<file path="src/rtl/pbs_pkg.sv">
package pbs_pkg;

   typedef enum logic {
      ST_IDLE = 1'b0,
      ST_RUN  = 1'b1
   } seq_state_e;

   function automatic bit is_pow2(input int unsigned v);
      return (v != 0) && ((v & (v - 1)) == 0);
   endfunction

endpackage

</file>
<file path="src/rtl/pbs_wrap_masks.sv">
module pbs_wrap_masks #(
   parameter int unsigned ADDR_W   = 24,
   parameter int unsigned NUM_WRAP = 4,
   parameter int unsigned MIN_LOG  = 3,
   parameter int unsigned SEL_W    = 2
) (
   input  logic [SEL_W-1:0]  sel_i,
   output logic [ADDR_W-1:0] mask_o
);

   logic [ADDR_W-1:0] tbl [NUM_WRAP];

   for (genvar k = 0; k < NUM_WRAP; k++) begin : g_mask
      localparam int unsigned GROUP_LOG = MIN_LOG + k;
      for (genvar b = 0; b < ADDR_W; b++) begin : g_bit
         assign tbl[k][b] = (b < GROUP_LOG) ? 1'b1 : 1'b0;
      end
   end

   always_comb begin
      mask_o = tbl[0];
      for (int k = 0; k < NUM_WRAP; k++) begin
         if (sel_i == SEL_W'(k)) mask_o = tbl[k];
      end
   end

endmodule

</file>
<file path="src/rtl/pbs_next_addr.sv">
module pbs_next_addr #(
   parameter int unsigned ADDR_W = 24
) (
   input  logic [ADDR_W-1:0] addr_i,
   input  logic [ADDR_W-1:0] mask_i,
   input  logic              linear_i,
   output logic [ADDR_W-1:0] next_o
);

   logic [ADDR_W-1:0] inc;

   assign inc = addr_i + {{(ADDR_W-1){1'b0}}, 1'b1};

   // bits inside the group (or every bit when linear) take the incremented
   // value; bits above the group keep the current one
   for (genvar b = 0; b < ADDR_W; b++) begin : g_merge
      assign next_o[b] = (linear_i | mask_i[b]) ? inc[b] : addr_i[b];
   end

endmodule

</file>
<file path="src/rtl/pbs_page_watch.sv">
module pbs_page_watch #(
   parameter int unsigned ADDR_W     = 24,
   parameter int unsigned PAGE_WBITS = 4,
   localparam int unsigned PIDX_W    = ADDR_W - PAGE_WBITS
) (
   input  logic [ADDR_W-1:0] cur_i,
   input  logic [ADDR_W-1:0] nxt_i,
   output logic              cross_o,
   output logic [PIDX_W-1:0] next_page_o
);

   logic [PIDX_W-1:0] cur_page;
   logic [PIDX_W-1:0] nxt_page;

   assign cur_page    = cur_i[ADDR_W-1:PAGE_WBITS];
   assign nxt_page    = nxt_i[ADDR_W-1:PAGE_WBITS];
   assign cross_o     = (cur_page != nxt_page);
   assign next_page_o = cur_page + {{(PIDX_W-1){1'b0}}, 1'b1};

endmodule

</file>
<file path="src/rtl/page_burst_seq.sv">
module page_burst_seq #(
   parameter int unsigned ADDR_W         = 24,
   parameter int unsigned WORD_BYTES     = 2,
   parameter int unsigned HALF_BYTES     = 16,
   parameter int unsigned PAGE_BYTES     = 32,
   parameter int unsigned MIN_WRAP_BYTES = 16,
   parameter int unsigned NUM_WRAP       = 4,
   localparam int unsigned SEL_W         = $clog2(NUM_WRAP),
   localparam int unsigned PAGE_WBITS    = $clog2(PAGE_BYTES / WORD_BYTES),
   localparam int unsigned PIDX_W        = ADDR_W - PAGE_WBITS
) (
   input  logic              clk_i,
   input  logic              rst_ni,
   input  logic              start_i,
   input  logic [ADDR_W-1:0] start_addr_i,
   input  logic              linear_i,
   input  logic [SEL_W-1:0]  wrap_sel_i,
   input  logic              adv_i,
   input  logic              stop_i,
   output logic              busy_o,
   output logic [ADDR_W-1:0] addr_o,
   output logic              page_cross_o,
   output logic              prefetch_o,
   output logic [PIDX_W-1:0] prefetch_page_o
);

   import pbs_pkg::*;

   localparam int unsigned MIN_LOG = $clog2(MIN_WRAP_BYTES / WORD_BYTES);

   // elaboration-time parameter checks
   if (!is_pow2(WORD_BYTES) || !is_pow2(HALF_BYTES) || !is_pow2(PAGE_BYTES)) begin : g_bad_pow2
      $error("page_burst_seq: byte sizes must be powers of two");
   end
   if (PAGE_BYTES != 2 * HALF_BYTES) begin : g_bad_half
      $error("page_burst_seq: a page must hold exactly two half-pages");
   end
   if (!is_pow2(MIN_WRAP_BYTES) || MIN_WRAP_BYTES < WORD_BYTES) begin : g_bad_wrap
      $error("page_burst_seq: minimum wrap size must be a power of two of at least one word");
   end
   if (NUM_WRAP < 2 || !is_pow2(NUM_WRAP)) begin : g_bad_nwrap
      $error("page_burst_seq: NUM_WRAP must be a power of two, at least 2");
   end
   if (MIN_LOG + NUM_WRAP - 1 >= ADDR_W || PAGE_WBITS >= ADDR_W) begin : g_bad_addr
      $error("page_burst_seq: address too narrow for page or wrap group");
   end

   seq_state_e        st_q;
   logic [ADDR_W-1:0] addr_q;
   logic [ADDR_W-1:0] mask_q;
   logic              lin_q;
   logic              pc_q;
   logic              pf_q;

   logic [ADDR_W-1:0] sel_mask;
   logic [ADDR_W-1:0] nxt_addr;
   logic              nxt_cross;

   pbs_wrap_masks #(
      .ADDR_W   (ADDR_W),
      .NUM_WRAP (NUM_WRAP),
      .MIN_LOG  (MIN_LOG),
      .SEL_W    (SEL_W)
   ) u_masks (
      .sel_i  (wrap_sel_i),
      .mask_o (sel_mask)
   );

   pbs_next_addr #(
      .ADDR_W (ADDR_W)
   ) u_next (
      .addr_i   (addr_q),
      .mask_i   (mask_q),
      .linear_i (lin_q),
      .next_o   (nxt_addr)
   );

   pbs_page_watch #(
      .ADDR_W     (ADDR_W),
      .PAGE_WBITS (PAGE_WBITS)
   ) u_watch (
      .cur_i       (addr_q),
      .nxt_i       (nxt_addr),
      .cross_o     (nxt_cross),
      .next_page_o (prefetch_page_o)
   );

   always_ff @(posedge clk_i or negedge rst_ni) begin
      if (!rst_ni) begin
         st_q   <= ST_IDLE;
         addr_q <= '0;
         mask_q <= '0;
         lin_q  <= 1'b0;
         pc_q   <= 1'b0;
         pf_q   <= 1'b0;
      end else begin
         pc_q <= 1'b0;
         pf_q <= 1'b0;
         if (stop_i) begin
            st_q <= ST_IDLE;
         end else if (start_i) begin
            st_q   <= ST_RUN;
            addr_q <= start_addr_i;
            mask_q <= sel_mask;
            lin_q  <= linear_i;
            pf_q   <= linear_i;
         end else if (st_q == ST_RUN && adv_i) begin
            addr_q <= nxt_addr;
            pc_q   <= nxt_cross;
            pf_q   <= lin_q & nxt_cross;
         end
      end
   end

   assign busy_o       = (st_q == ST_RUN);
   assign addr_o       = addr_q;
   assign page_cross_o = pc_q;
   assign prefetch_o   = pf_q & ~stop_i;

endmodule

</file>
<file path="config.mk">
export PLATFORM = sky130hd
export DESIGN_NAME = page_burst_seq
export DESIGN_NICKNAME = d
export VERILOG_FILES = /design/src/rtl/pbs_pkg.sv /design/src/rtl/pbs_wrap_masks.sv /design/src/rtl/pbs_next_addr.sv /design/src/rtl/pbs_page_watch.sv /design/src/rtl/page_burst_seq.sv
export SDC_FILE = /design/constraint.sdc
export NUM_CORES = 1
export LEC_CHECK = 0
export ABC_AREA = 0
export BUFFER_PORTS_ARGS = -buffer_cell sky130_fd_sc_hd__buf_2
export CAP_MARGIN = 10
export CORE_MARGIN = 2
export CORE_UTILIZATION = 30
export CTS_CLUSTER_DIAMETER = 150
export DETAILED_ROUTE_END_ITERATION = 10
export GPL_TIMING_DRIVEN = 1
export RECOVER_POWER = 50
export SLEW_MARGIN = 40
export SYNTH_ARGS = -nofsm -noshare
export SYNTH_HDL_FRONTEND = slang
export SYNTH_HIERARCHICAL = 1
export SYNTH_SLANG_ARGS = --single-unit
export TNS_END_PERCENT = 1
</file>
<file path="constraint.sdc">
create_clock -name clk_i -period 4.1 [get_ports clk_i]
set_input_delay 1.23 -clock clk_i [delete_from_list [all_inputs] [get_ports clk_i]]
set_output_delay 1.23 -clock clk_i [all_outputs]
set_load 0.005 [all_outputs]
</file>
# --- Word level (Yosys, flattened, before mapping) ---
# Cells that the tools add are included.
classes:
  mul: 0
  addsub: 2
  n_mux: 37
  n_eq_ne: 4
  div_mod_pow: 0
  shifts: 0
  reduce_logical: 13
  n_lt_le_gt_ge: 0
  bitwise: 27
op_table:
  columns: ["cell", "count"]
  rows:
  - ["$mux W24", 2]
  - ["$mux W1", 32]
  - ["$add A24 B1 Y24 const B", 1]
  - ["$or A1 B1 Y1", 24]
  - ["$add A20 B1 Y20 const B", 1]
  - ["$ne A20 B20 Y1", 1]
  - ["$reduce_and A3 Y1", 4]
  - ["$reduce_bool A2 Y1", 6]
  - ["$mux W6", 1]
  - ["$mux W5", 1]
  - ["$eq A2 B2 Y1 const B", 2]
  - ["$mux W4", 1]
  - ["$reduce_and A2 Y1", 2]
  - ["$and A1 B1 Y1", 2]
  - ["$eq A2 B1 Y1 const B", 1]
  - ["$logic_and A1 B1 Y1", 1]
  - ["$not A1 Y1", 1]
totals:
  input_bits: 32
  register_bits: 52
  word_cells: 93
  ram_bits: 0
  mem_bits_ro: 0
  memories: 0
  output_inout_bits: 47
  latch_bits: 0

# --- Depth between registers and ports, before layout ---
depth:
  depth_word: 7
  ltp_mapped: 12
  mapped_depth_nobuf: 12

# --- Cells and area by module ---
# The synthesis kept the hierarchy.
modules_own_cells:
  columns: ["module", "cells_each", "area_each_um2", "instances"]
  rows:
  - ["page_burst_seq", 142, 2478.6, 1]
  - ["pbs_page_watch", 77, 583.1, 1]
  - ["pbs_next_addr", 81, 544.3, 1]
  - ["pbs_wrap_masks", 26, 182.7, 1]

# --- Worst setup path before layout ---
# OpenSTA, ideal clock, no wires.
synth_path:
  path_type: "flip-flop to output port"
  start: "register addr_q[5] (netlist: addr_o[5])"
  end: "output prefetch_page_o[18]"
  setup_slack_ns: 1.435
  t_arrival_ns: 1.435
  required_ns: 2.870
  stages_incl_launch_ff: 6
  n_path_buf: 0
  cell_sequence: "dfrtp_1 > ha_1 > nand3_1 > nor2_1 > nand4_1 > xnor2_1"
synth_via:
  elab_chain_cells: 1
synth_rtl:
  columns: ["item", "line", "rtl"]
  rows:
  - ["start, declared", "page_burst_seq.sv:49", "logic [ADDR_W-1:0] addr_q;"]
  - ["start signal, assigned", "page_burst_seq.sv:103", "addr_q <= start_addr_i;"]
  - ["start signal, assigned", "page_burst_seq.sv:108", "addr_q <= nxt_addr;"]
  - ["$add A20 B1 Y20", "pbs_page_watch.sv:18", "assign next_page_o = cur_page + {{(PIDX_W-1){1'b0}}, 1'b1};"]
  - ["end, declared", "page_burst_seq.sv:24", "output logic [PIDX_W-1:0] prefetch_page_o"]
# Every way passes these cells.

# --- Final worst setup path ---
layout_path:
  start: "input start_i"
  end: "register addr_q[9] (netlist: addr_o[9])"
layout_via:
  elab_chain_cells: 2
layout_rtl:
  columns: ["item", "line", "rtl"]
  rows:
  - ["start, declared", "page_burst_seq.sv:14", "input logic start_i,"]
  - ["$reduce_bool A2 Y1 (no source line)", null, null]
  - ["$reduce_and A2 Y1 (no source line)", null, null]
# Several ways; a longest one is shown, not always the timed one.
# A chain may end at the register's enable or synchronous reset.

==> results.toml <==
[timing]
rsz0062_at_grt = "no"
final_max_slew_viol_count = 66
setup_viol = 0
final.setup_skew_ns = 0.00668
fin_setup_tns_ns = 0
maxSlewHeadroom_pct = -40.3
finalCritPeriodShare_pct = 85.7
max_slew.worst_pin.slew_ns = 2.11
fin_crit_ns = 3.51
hold_violations = 0
fmax_mhz = 285

[cts]
cts_resized = 0
cts-buffers-inserted = 5
htree_levels = 2
cts-root-buf = "clkbuf_16"
clk_path_buf_depth = 2
cts_sinks = 52
path_clk_slew_ns = 0.07
postCtsSetupRepairBufs = 0
cts-hold-fix-buffers = 0
insertion_delay_ns = 0.29
cts_tree = "built"

[floorplan]
start_util_pct = 30.4
num_rows = 41
die_w_microns = 116
io_pins = 79
core-area_sq_um = 12500
die_h_microns = 116
fp.dieArea_sq_um = 13500

[routing]
vias_per_cell = 4.50
drtIter0Drc = 127
detail-route-antenna-nets = 0
route.final.wire_length_mm = 9.00
vias = 2598
routedWlPerCell_microns = 15.6
drc = 0
firstDrtPassIters = 4

[placed_design]
hpwl_mm = 6.95
place_congestion = 0.849
dp.cells = 569
io_buffers = 78

[global_routing]
grt_usage_pct = 14.1
gr-total-overflow = 0
grt_pass1_vias = 2621
grt_max_degree = 38
antenna_found_initial = 0
grt_pass1_wl_mm = 14.6

[synthesis]
ys.flop_type = "dfrtp_1"
synth_warnings = 6
synth.distinct_cells = 42
syn_avg_cell_area_sq_um = 11.6
synth_edf_count = 0
synth_seq_area_share_pct = 34.3
ys_async_sr_fraction_pct = 100
synthCells = 326
syn_area_sq_um = 3790
synth-seq-cells = 52

[status]
violations = "capacitance limit, slew limit"
outcome = "finished, violations left"

[cells_and_area]
fin_nets = 438
areaGrowthSynthToFinish_pct = 14.4
layout-drive-gt1-share_pct = 39.3
stdcell_count = 577
antennaDiodeCount = 0

[critical_path]
end_kind = "flip-flop"
arrival_ns = 3.69
critPathKind = "input pin to flip-flop"
start_kind = "input pin"
reg2reg_slack_ns = 0.94
path_max_fanout = 27
cp_data_required_time_ns = 4.28

[power]
power_w = 0.00228
cellLeakagePower_nw = 1.87
peakVddDrop_mv = 0.203
powerDensity_nw_per_um2 = 525

[min_path]
hold_path.class = "flip-flop to flip-flop"

[flow_run]
cap_violations = 2
[sequential cells by signal (all words and copies together) (netlist names)]
register,count
busy_o,1
mask_q,24
lin_q,1
page_cross_o,1
addr_o,24
pf_q,1
[path summary, 6_finish.rpt]
path,endpoint,depth (start not counted),startpoint
worst min register to register,mask_q[8],1,mask_q[8]
worst min-delay path,mask_q[8],1,mask_q[8]
worst max register to register,pf_q,10,addr_o[6]
min in group asynchronous,addr_o[21],1,rst_ni
max in group asynchronous,addr_o[14],2,rst_ni
worst max-delay path,addr_o[9],6,start_i
[through the flow]
stage / setup slack (ns) / hold WS (ns) / cell area [sq um] / utilization [%]
3_5_place_dp: 1.03 / 0.495 / 4260 / 34.2
5_1_grt: 0.422 / 0.518 / 4330 / 34.8
3_3_place_gp: 1.09 / 0.493 / 4230 / 34.0
6_report: 0.587 / 0.489 / 4330 / 34.8
4_1_cts: 0.742 / 0.510 / 4430 / 35.5
2_1_floorplan: 1.44 / 0.475 / 3860 / -
[cell usage in the layout, fill, tap and decap left out, types with 2 or more instances in the layout]
cell	count
nand3_2	2
and3_1	2
mux2_1	7
mux2_4	38
o21ai_0	11
dfrtp_1	52
mux2_2	29
clkbuf_16	5
ha_1	2
xnor2_1	38
nor2b_1	2
buf_4	3
nor4_1	4
o2111ai_1	7
nand2_1	8
buf_2	71
nand4_1	11
nand3_1	11
conb_1	21
nor3_1	8
xor2_1	23
nor2_1	20
clkbuf_1	12
[cells by family (layout without fill, tap and decap cells)]
family / after synthesis / after routing / share of synthesized area, %
AOI/OAI and AO/OA: 21 / 21 / 3.73
and+or+nand+nor: 80 / 80 / 12.7
muxes: 74 / 74 / 26.8
DFF: 52 / 52 / 34.3
buffers and inverters: 34 / 94 / 7.40
other: 2 / 21 / 0.198
xor gates and xnor gates: 61 / 61 / 14.1
adders and majority gates: 2 / 2 / 0.660
[routing by layer]
metal	track usage, %	part of all wire (%)	routed length (microns)	up-vias
met5	0	0	0	-
met4	4.21	1.9	170	0
met3	2.91	4.8	429	13
met2	21.3	43	3880	72
met1	20.4	50	4520	1244
li1	-	-	-	1269
[power breakdown]
part           internal (W)  leakage, nW  switching (W)
logic              0.000516         1.17       0.000387
registers          0.000629        0.615       0.000271
clock network      0.000288       0.0808       0.000185
[worst max-delay path, cell delays in order]
cell and delay, ns:
buf_2 0.09, clkbuf_1 1.35, a21oi_2 0.07, nor2_4 0.14, buf_4 0.40, mux2_2 0.39
[synthesized netlist by cell type, drive strengths merged (2+ instances only)]
cell type / count / area share, %
dfrtp: 52 / 34
conb: 2 / 0.20
nor4: 6 / 1.6
nor2: 21 / 2.3
xor2: 23 / 5.3
buf: 30 / 7.0
nand4: 13 / 2.7
o21ai: 11 / 1.5
clkbuf: 3 / 0.30
nor3: 9 / 1.3
nand2: 8 / 0.79
xnor2: 38 / 8.8
o2111ai: 7 / 1.6
nand3: 13 / 2.0
mux2: 74 / 27
and3: 3 / 0.53
ha: 2 / 0.66
nor2b: 2 / 0.53
[layout make-up]
class	count	area [sq um]
Tap cell	172	215
Inverter	1	3.75
Multi-Input combinational cell	259	2230
Fill cell	1310	8130
Clock inverter	2	35.0
Clock buffer	6	129
Sequential cell	52	1300
Timing Repair Buffer	85	419
Note: power is estimated with default switching activity, not from simulation.
